### src/rtl/brg_pwm_pkg.sv
package brg_pwm_pkg;

    typedef enum logic {
        CAR_SINGLE = 1'b0,
        CAR_DUAL   = 1'b1
    } car_mode_e;

    localparam int NUM_LEGS = 4;

    typedef enum logic [1:0] {
        LEG_A1 = 2'd0,
        LEG_A2 = 2'd1,
        LEG_B1 = 2'd2,
        LEG_B2 = 2'd3
    } leg_e;

    // Bridge B legs move to the shifted carrier in dual mode
    function automatic logic uses_shifted(car_mode_e m, int leg);
        return (m == CAR_DUAL) && (leg >= int'(LEG_B1));
    endfunction

endpackage

### src/rtl/brg_carrier.sv
module brg_carrier #(
    parameter int CAR_MAX = 64,
    localparam int CW = $clog2(CAR_MAX + 1)
) (
    input  logic          clk,
    input  logic          rst,
    output logic [CW-1:0] cnt,
    output logic          valley
);
    logic up;

    always_ff @(posedge clk) begin
        if (rst) begin
            cnt <= '0;
            up  <= 1'b1;
        end else if (up) begin
            cnt <= cnt + 1'b1;
            if (cnt == CW'(CAR_MAX - 1)) up <= 1'b0;
        end else begin
            cnt <= cnt - 1'b1;
            if (cnt == CW'(1)) up <= 1'b1;
        end
    end

    assign valley = (cnt == '0);
endmodule

### src/rtl/brg_pole_calc.sv
module brg_pole_calc #(
    parameter int REF_W = 12,
    localparam int PW = REF_W + 3
) (
    input  logic signed [REF_W-1:0] va,
    input  logic signed [REF_W-1:0] vb,
    input  logic signed [REF_W-1:0] vo,
    input  logic signed [PW-1:0]    half,
    input  logic        [7:0]       mu,
    output logic signed [PW-1:0]    pole [4]
);
    localparam int MW = PW + 10;
    typedef logic signed [PW-1:0] pw_t;
    typedef logic signed [MW-1:0] mw_t;

    pw_t va_x, vb_x, vo_x, sum_p, sum_n;
    pw_t p0 [4];
    pw_t vmax, vmin, hi_lim, lo_lim, vx;
    mw_t mu_w, nmu_w, acc, quot, vx_w, half_w;

    assign va_x  = PW'(va);
    assign vb_x  = PW'(vb);
    assign vo_x  = PW'(vo);
    assign sum_p = va_x + vb_x - vo_x;
    assign sum_n = va_x - vb_x - vo_x;

    // Poles with zero offset
    assign p0[0] = va_x;
    assign p0[1] = '0;
    assign p0[2] = sum_p >>> 1;
    assign p0[3] = sum_n >>> 1;

    always_comb begin
        vmax = p0[0];
        vmin = p0[0];
        for (int i = 1; i < 4; i++) begin
            if (p0[i] > vmax) vmax = p0[i];
            if (p0[i] < vmin) vmin = p0[i];
        end
    end

    assign hi_lim = half - vmax;
    assign lo_lim = -half - vmin;

    // Blend the two limits, divide by 256 toward zero
    assign mu_w   = MW'(mu);
    assign nmu_w  = mw_t'(256) - mu_w;
    assign acc    = mu_w * MW'(hi_lim) + nmu_w * MW'(lo_lim);
    assign quot   = acc[MW-1] ? -((-acc) >>> 8) : (acc >>> 8);
    assign half_w = MW'(half);

    always_comb begin
        vx_w = (mu == 8'hFF) ? MW'(hi_lim) : quot;
        if (vx_w > half_w)       vx_w = half_w;
        else if (vx_w < -half_w) vx_w = -half_w;
    end

    assign vx = PW'(vx_w);

    for (genvar g = 0; g < 4; g++) begin : g_pole
        pw_t raw;
        assign raw = p0[g] + vx;
        always_comb begin
            if (raw > half)       pole[g] = half;
            else if (raw < -half) pole[g] = -half;
            else                  pole[g] = raw;
        end
    end
endmodule

### src/rtl/brg_deadtime.sv
module brg_deadtime #(
    parameter int DT_W = 4
) (
    input  logic            clk,
    input  logic            rst,
    input  logic            demand,
    input  logic [DT_W-1:0] dead,
    output logic            hi,
    output logic            lo
);
    logic            prev;
    logic [DT_W-1:0] tmr;

    always_ff @(posedge clk) begin
        if (rst) begin
            prev <= 1'b0;
            tmr  <= '0;
            hi   <= 1'b0;
            lo   <= 1'b0;
        end else if (demand != prev) begin
            prev <= demand;
            tmr  <= dead;
            hi   <= 1'b0;
            lo   <= 1'b0;
        end else if (tmr != '0) begin
            tmr  <= tmr - 1'b1;
            hi   <= 1'b0;
            lo   <= 1'b0;
        end else begin
            hi   <= prev;
            lo   <= ~prev;
        end
    end
endmodule

### src/rtl/dual_bridge_pwm.sv
module dual_bridge_pwm
    import brg_pwm_pkg::*;
#(
    parameter int REF_W   = 12,
    parameter int CAR_MAX = 64,
    parameter int DT_W    = 4
) (
    input  logic                    clk,
    input  logic                    rst,
    input  logic signed [REF_W-1:0] va_ref,
    input  logic signed [REF_W-1:0] vb_ref,
    input  logic signed [REF_W-1:0] vo_ref,
    input  logic        [REF_W-1:0] vdc_ref,
    input  logic        [7:0]       mu,
    input  logic                    dual_carrier,
    input  logic        [DT_W-1:0]  dead_cyc,
    output logic        [3:0]       gate_hi,
    output logic        [3:0]       gate_lo
);
    localparam int CNT_W = $clog2(CAR_MAX + 1);
    localparam int PW    = REF_W + 3;
    localparam int CMPW  = PW + CNT_W + 2;

    typedef struct packed {
        logic signed [REF_W-1:0] va;
        logic signed [REF_W-1:0] vb;
        logic signed [REF_W-1:0] vo;
        logic        [REF_W-1:0] vdc;
        logic        [7:0]       mu;
        car_mode_e               mode;
    } ref_set_t;

    ref_set_t                lat_q;
    logic [CNT_W-1:0]        car_cnt, car_shift;
    logic                    valley;
    logic signed [PW-1:0]    half;
    logic signed [PW-1:0]    pole [4];
    logic [NUM_LEGS-1:0]     dem_q;

    brg_carrier #(.CAR_MAX(CAR_MAX)) u_car (
        .clk(clk), .rst(rst), .cnt(car_cnt), .valley(valley)
    );

    always_ff @(posedge clk) begin
        if (rst) begin
            lat_q <= '0;
        end else if (valley) begin
            lat_q <= '{va: va_ref, vb: vb_ref, vo: vo_ref, vdc: vdc_ref,
                       mu: mu, mode: car_mode_e'(dual_carrier)};
        end
    end

    assign half      = PW'({1'b0, lat_q.vdc[REF_W-1:1]});
    assign car_shift = CNT_W'(CAR_MAX) - car_cnt;

    brg_pole_calc #(.REF_W(REF_W)) u_pole (
        .va(lat_q.va), .vb(lat_q.vb), .vo(lat_q.vo),
        .half(half), .mu(lat_q.mu), .pole(pole)
    );

    for (genvar g = 0; g < NUM_LEGS; g++) begin : g_leg
        logic [CNT_W-1:0]       c_sel;
        logic signed [CMPW-1:0] lvl, lhs, rhs;

        assign c_sel = uses_shifted(lat_q.mode, g) ? car_shift : car_cnt;
        assign lvl   = CMPW'(pole[g]) + CMPW'(half);
        assign lhs   = lvl * CMPW'(CAR_MAX + 1);
        assign rhs   = $signed(CMPW'(c_sel)) * (CMPW'(half) <<< 1);

        always_ff @(posedge clk) begin
            if (rst) dem_q[g] <= 1'b0;
            else     dem_q[g] <= (lhs > rhs);
        end

        brg_deadtime #(.DT_W(DT_W)) u_dt (
            .clk(clk), .rst(rst), .demand(dem_q[g]), .dead(dead_cyc),
            .hi(gate_hi[g]), .lo(gate_lo[g])
        );
    end
endmodule

### config.mk
export PLATFORM = sky130hd
export DESIGN_NAME = dual_bridge_pwm
export DESIGN_NICKNAME = d
export VERILOG_FILES = /design/src/rtl/brg_pwm_pkg.sv /design/src/rtl/brg_carrier.sv /design/src/rtl/brg_pole_calc.sv /design/src/rtl/brg_deadtime.sv /design/src/rtl/dual_bridge_pwm.sv
export SDC_FILE = /design/constraint.sdc
export NUM_CORES = 2
export LEC_CHECK = 0
export ABC_CLOCK_PERIOD_IN_PS = 42600
export BUFFER_PORTS_ARGS = -buffer_cell sky130_fd_sc_hd__buf_4
export CAP_MARGIN = 10
export CORE_MARGIN = 2
export CORE_UTILIZATION = 67
export DETAILED_ROUTE_END_ITERATION = 10
export HOLD_SLACK_MARGIN = 0.03
export PLACE_DENSITY = 0.84
export REMOVE_ABC_BUFFERS = 1
export SYNTH_ARGS = -nofsm -noshare
export SYNTH_HDL_FRONTEND = slang
export SYNTH_SLANG_ARGS = --single-unit
### constraint.sdc
create_clock -name clk -period 42.6 [get_ports clk]
set_input_delay 8.52 -clock clk [delete_from_list [all_inputs] [get_ports clk]]
set_output_delay 8.52 -clock clk [all_outputs]
set_load 0.02 [all_outputs]
# Word level (Yosys, flattened, before mapping)
# Index checks and enable logic that the tools add are counted.
# Widths: inputs -> output; s select.
[totals]
ff_bits = 97
inputBits = 63
wordCells = 137
[op_classes]
add_sub_neg = 26
n_mul = 8
n_lt_le_gt_ge = 20
eq_ne = 7
n_mux = 31
bitwise_logic = 4
reduce_logical = 13
[ops]
columns = ["operator", "count"]
rows = [
  ["$mux 15", 16],
  ["$mul 16x8->24 const B", 4],
  ["$gt 24x24->1", 3],
  ["$add 15x12->16", 4],
  ["$gt 15x12->1", 4],
  ["$lt 15x15->1", 4],
  ["$mux 25", 2],
  ["$mul 7x11->18", 2],
  ["$mux 4", 8],
  ["$add 14x15->15", 2],
  ["$gt 14x15->1", 2],
  ["$lt 14x15->1", 2],
  ["$sub 13x12->14", 2],
  ["$add 25x25->25", 1],
  ["$gt 25x12->1", 1],
  ["$lt 25x25->1", 1],
  ["$mul 10x15->25", 1],
  ["$neg 11->25", 1],
  ["$neg 17->25", 1],
  ["$neg 25->25", 1],
  ["$gt 24x20->1", 1],
  ["$mul 9x15->24", 1],
  ["$reduce_bool 4->1", 4],
  ["$sub 4x1->4 const B", 4],
  ["other kinds (22)", 37],
]

# Depth between registers and ports, before layout
[depth]
ltp_word = 23
depth_mapped = 167

# By module
# From an unflattened synthesis, not the netlist that was laid out.
[hier_totals]
hier_cells = 4939
hier_area_um2 = 39998.4
[by_module_without_submodules]
columns = ["module", "n_inst", "cells_each", "area_per_inst_um2"]
rows = [
  ["brg_pole_calc", 1, 3004, 23348.6],
  ["dual_bridge_pwm", 1, 1746, 14830.5],
  ["brg_deadtime", 4, 34, 331.6],
  ["brg_carrier", 1, 53, 493.0],
]

# Worst setup path before layout
# OpenSTA, ideal clock, no wires.
[synth_path]
path_kind = "register to register"
start = "reg lat_q[52] in the netlist's numbering"
end = "reg dem_q[0]"
arrival_ps = 29837
setup_slack_ps = 12649
path_stages_with_launch = 150
path_buffers = 7
path_cell_list = "dfxtp_1 inv_1 fa_1 inv_1 ha_1 and3_1 and3_1 o311ai_0 a21boi_0 o21ai_1 ha_1 clkbuf_1 nand3_1 nor2_1 mux2i_1 or4_1 o211ai_1 o22ai_1 [... 114 more ...] ha_1 ha_1 and2_1 o21ai_0 nand2b_1 a21o_1 a21o_1 a21oi_1 o21ai_0 xor2_1 ha_1 nand3_1 nor4_1 nor2_1 a2111oi_0 and2_1 mux2i_1 o21a_1"
[synth_via]
elab_chain_cells = 23
word_cells_on_any_way = 37
cone_classes = "add/sub: 11; mul: 3; order compare: 11; mux: 12"
[synth_lines]
columns = ["item", "line_no", "rtl"]
rows = [
  ["from (decl)", "dual_bridge_pwm.sv:33", "ref_set_t lat_q;"],
  ["from (signal assigned)", "dual_bridge_pwm.sv:48", "lat_q <= '{va: va_ref, vb: vb_ref, vo: vo_ref, vdc: vdc_ref,"],
  ["$add 12x12->13, or another cell as far along", "brg_pole_calc.sv:24", "assign sum_p = va_x + vb_x - vo_x;"],
  ["$sub 13x12->14, or another cell as far along", "brg_pole_calc.sv:24", ""],
  ["$gt 14x15->1 / $lt 14x15->1 (equally long branches)", "brg_pole_calc.sv:37, brg_pole_calc.sv:38", ""],
  ["$mux 15, on equally long branches", "brg_pole_calc.sv:37, brg_pole_calc.sv:38", ""],
  ["$gt 14x15->1 / $lt 14x15->1 (equally long branches)", "brg_pole_calc.sv:37, brg_pole_calc.sv:38", ""],
  ["$mux 15, on equally long branches", "brg_pole_calc.sv:37, brg_pole_calc.sv:38", ""],
  ["$sub 12x15->15 / $sub 15x15->15 (equally long branches)", "brg_pole_calc.sv:42, brg_pole_calc.sv:43", ""],
  ["$mul 9x15->24 / $mul 10x15->25 (equally long branches)", "brg_pole_calc.sv:48", "assign acc = mu_w * MW'(hi_lim) + nmu_w * MW'(lo_lim);"],
  ["[... 7 more ...]", "-", ""],
  ["$mux 15", "brg_pole_calc.sv:54", "if (vx_w > half_w) vx_w = half_w;"],
  ["$add 12x15->15 (*)", "brg_pole_calc.sv:62", "assign raw = p0[g] + vx;"],
  ["$lt 15x15->1", "brg_pole_calc.sv:65", "else if (raw < -half) pole[g] = -half;"],
  ["$mux 15", "brg_pole_calc.sv:65", ""],
  ["$mux 15 (*)", "brg_pole_calc.sv:64", "if (raw > half) pole[g] = half;"],
  ["$add 15x12->16 (*)", "dual_bridge_pwm.sv:66", "assign lvl = CMPW'(pole[g]) + CMPW'(half);"],
  ["$mul 16x8->24 (*)", "dual_bridge_pwm.sv:67", "assign lhs = lvl * CMPW'(CAR_MAX + 1);"],
  ["$gt 24x24->1 (*)", "dual_bridge_pwm.sv:72", "else dem_q[g] <= (lhs > rhs);"],
  ["to (signal, indexed assignment)", "dual_bridge_pwm.sv:72", ""],
  ["to (decl)", "dual_bridge_pwm.sv:38", "logic [NUM_LEGS-1:0] dem_q;"],
]
# Every way passes the cells marked *; elsewhere a longest branch is shown, timed or not.
# A chain may end at the register's enable or synchronous reset.

# Worst setup path in the final report
[layout_path]
start = "reg lat_q[53] in the netlist's numbering"
end = "reg dem_q[2]"
[layout_via]
elab_chain_cells = 23
word_cells_on_any_way = 37
cone_classes = "add/sub: 11; mul: 3; order compare: 11; mux: 12"
[layout_lines]
columns = ["item", "line_no"]
rows = [
  ["$add 12x12->13, or another cell as far along", "brg_pole_calc.sv:24"],
  ["$sub 13x12->14, or another cell as far along", "brg_pole_calc.sv:24"],
  ["$gt 14x15->1 / $lt 14x15->1 (equally long branches)", "brg_pole_calc.sv:37, brg_pole_calc.sv:38"],
  ["$mux 15, on equally long branches", "brg_pole_calc.sv:37, brg_pole_calc.sv:38"],
  ["$gt 14x15->1 / $lt 14x15->1 (equally long branches)", "brg_pole_calc.sv:37, brg_pole_calc.sv:38"],
  ["$mux 15, on equally long branches", "brg_pole_calc.sv:37, brg_pole_calc.sv:38"],
  ["$sub 12x15->15 / $sub 15x15->15 (equally long branches)", "brg_pole_calc.sv:42, brg_pole_calc.sv:43"],
  ["$mul 9x15->24 / $mul 10x15->25 (equally long branches)", "brg_pole_calc.sv:48"],
  ["[... 7 more ...]", "-"],
  ["$mux 15", "brg_pole_calc.sv:54"],
  ["$add 14x15->15 (*)", "brg_pole_calc.sv:62"],
  ["$lt 15x15->1", "brg_pole_calc.sv:65"],
  ["$mux 15", "brg_pole_calc.sv:65"],
  ["$mux 15 (*)", "brg_pole_calc.sv:64"],
  ["$add 15x12->16 (*)", "dual_bridge_pwm.sv:66"],
  ["$mul 16x8->24 (*)", "dual_bridge_pwm.sv:67"],
  ["$gt 24x24->1 (*)", "dual_bridge_pwm.sv:72"],
]
# Marks and branches as above.

==> metrics.yaml <==
outcome: "complete, no violations"
muxShareOfSynthArea_pct: 1.783
hold_end: "g_leg[2].u_dt.lo"
synth_cell_type_count: 88
ys.flop_type: "dfxtp_1"
clock_skew_ns: 0.01676
synth_fa_ha_area_share_pct: 44.18
gr-total-overflow: 0
vias: 33940
slew_violations: 0
cts.sinks: 96
ant_nets: 0
cp_top_family: "compound AO/OA/AOI/OAI gates"
nNetsFinal: 5980
worstPathRequired_ns: 42.87
yosys.area_share.simple_pct: 16.92
wl_per_cell_um: 18.80
post_cts_buffers: 0
cts_resized: 0
area_growth_syn_to_layout_pct: 4.489
crit_top_cell: "a21oi_1"
worst-path-stages: 158
critPathBufInv: 17
hp-start: "g_leg[2].u_dt.prev"
initial_core_util_pct: 67.60
start_kind: "flip-flop"
hold_viol: 0
postCtsHoldBufs: 0
cp_slowest_cell: "fa_1"
syn_avg_cell_area_um2: 7.929
cts_buffer_depth: 2
synthCells: 4798
cts_root_buffer: "clkbuf_16"
drt-initial-drc-count: 2638
track_usage_pct: 35.56
clock_latency_ns: 0.41
worst_slew_pin_slew_ns: 1.138
die_h_um: 242.3
yosysWarnings: 0
drive_gt1_share_pct: 4.168
worstSetupPathType: "flip-flop to flip-flop"
synth-seq-area-share_pct: 5.052
num_rows: 87
rr_endpoint: "dem_q[2]"
layout_common_cells: "761 x ha_1, 692 x inv_1, 487 x nand2_1"
synth-compound-area-share_pct: 16.56
antenna_cells: 0
coreArea_um2: 56280
slew_headroom_pct: 23.60
wl_um: 104400
finalSetupViolCount: 0
startpoint: "lat_q[53]"
totalNegativeSetupSlack_ns: 0
nFillCells: 4511
die-area_um2: 58700
ff2ff_path_depth: 158
ios: 71
synth_top_family_by_area: "adder cells"
path_clk_slew_ns: 0.08
dr.pass1.iters: 6
dpl.hpwl_um: 85220
io_buffers: 69
cp_max_fo: 25
async_reset_ff_share_pct: 0
min_delay_path_depth: 1
finalCritPeriodShare_pct: 79.56
ys_ff_latch: 96
cts_max_level: 3
gp_congestion: 0.9853
synth-edff-count: 0
endpoint_kind: "flip-flop"
grt_pass1_vias: 33210
slowest_delay_ns: 0.59
cap_violations: 0
numCtsBuffers: 9
max_freq_mhz: 29.51
grt_antenna_before_repair: 0
die_x_um: 242.3
worstReg2RegStart: "lat_q[53]"
synth_xor_area_share_pct: 7.064
final_common_cell: "ha_1"
fin_crit_ns: 33.89
grt_first_pass_wirelength_um: 168700
cts_tree: "built"
rsz0062_at_grt: "false"
hold_class: "flip-flop to flip-flop"
synth_area_um2: 38040
post-route-drc-count: 0
cp.arrival_ns: 34.16
vias_per_cell: 6.111
grt_start_max_net_pins: 66
r2r_setup_slack_ns: 8.71
-- layout make-up --
cell class              instances  area (um^2)  share of cell area [%]
repair buffers                137         1028                   2.587
clock inverters                 7        76.32                  0.1920
multi-input cells            3857        32960                   82.91
flip-flops and latches         96         1922                   4.835
clock buffers                   9        225.2                  0.5666
inverters                     692         2597                   6.534
well taps                     756        945.9                   2.380
-- registers in the layout (all words and copies together) (netlist names) --
register,flops
dem_q,4
g_leg.u_dt.hi,4
g_leg.u_dt.lo,4
g_leg.u_dt.prev,4
g_leg.u_dt.tmr,16
half,11
lat_q,45
u_car.cnt,7
u_car.up,1
-- per-stage QoR --
stage | worst slack [ns] | instance area [um^2] | cells | util [%] | hold slack (ns)
floorplan | 10.73 | 37430 | 4645 | - | 0.4319
global placement | 10.29 | 39450 | 5538 | 70.10 | 0.4483
detailed placement | 9.546 | 39450 | 5538 | 70.10 | 0.4520
CTS | 9.354 | 39750 | 5554 | 70.64 | 0.4711
global route | 6.319 | 39750 | 5554 | 70.64 | 0.4967
finish | 8.708 | 39750 | 5554 | 70.64 | 0.4663
-- cells by family after synthesis --
| kind of cell | count (synthesis) |
|---|---|
| XOR/XNOR | 306 |
| multiplexers | 66 |
| AO/OA/AOI/OAI | 1018 |
| buffers and inverters | 845 |
| adder cells (fa/ha/maj) | 1126 |
| flip-flops | 96 |
| AND/OR/NAND/NOR | 1341 |
-- worst max-delay path by stage --
stage | endpoint | slack [ns]
2_1_floorplan | dem_q[3] | 10.73
3_3_place_gp | dem_q[2] | 10.29
3_5_place_dp | dem_q[2] | 9.55
4_1_cts | dem_q[2] | 9.35
5_1_grt | dem_q[2] | 6.32
6_report | dem_q[2] | 8.71
-- synthesized netlist by cell type (all sizes together), types with 96 or more instances --
cell type	count	share of area [%]
a21o	98	1.9
a21oi	389	5.1
and2	103	1.7
clkbuf	125	1.2
dfxtp	96	5.1
fa	363	19
ha	761	25
inv	692	6.8
nand2	487	4.8
nand2b	96	1.6
nor2	290	2.9
nor2b	96	1.6
o21ai	215	2.9
xnor2	214	4.9
-- layer usage --
| metal | global-route usage, % | vias up | wire length, um |
|---|---|---|---|
| li1 | - | 16090 | - |
| met1 | 46.13 | 16010 | 42410 |
| met2 | 56.99 | 1470 | 46780 |
| met3 | 7.234 | 377 | 9960 |
| met4 | 16.54 | 0 | 5282 |
| met5 | 0 | - | 0 |
-- worst reg2reg max path: cells and delay by family (launching register included) --
family          cells  cell delay [ns]
mux                 5             1.57
buf+inv            17             2.45
compound gates     68            13.02
xor+xnor            6             1.43
simple gates       39             5.61
flops               1             0.53
fa+ha+maj          23             9.20
Power is not shown: default switching activity piles up to over one toggle a cycle in this logic, so the estimate is an artifact.
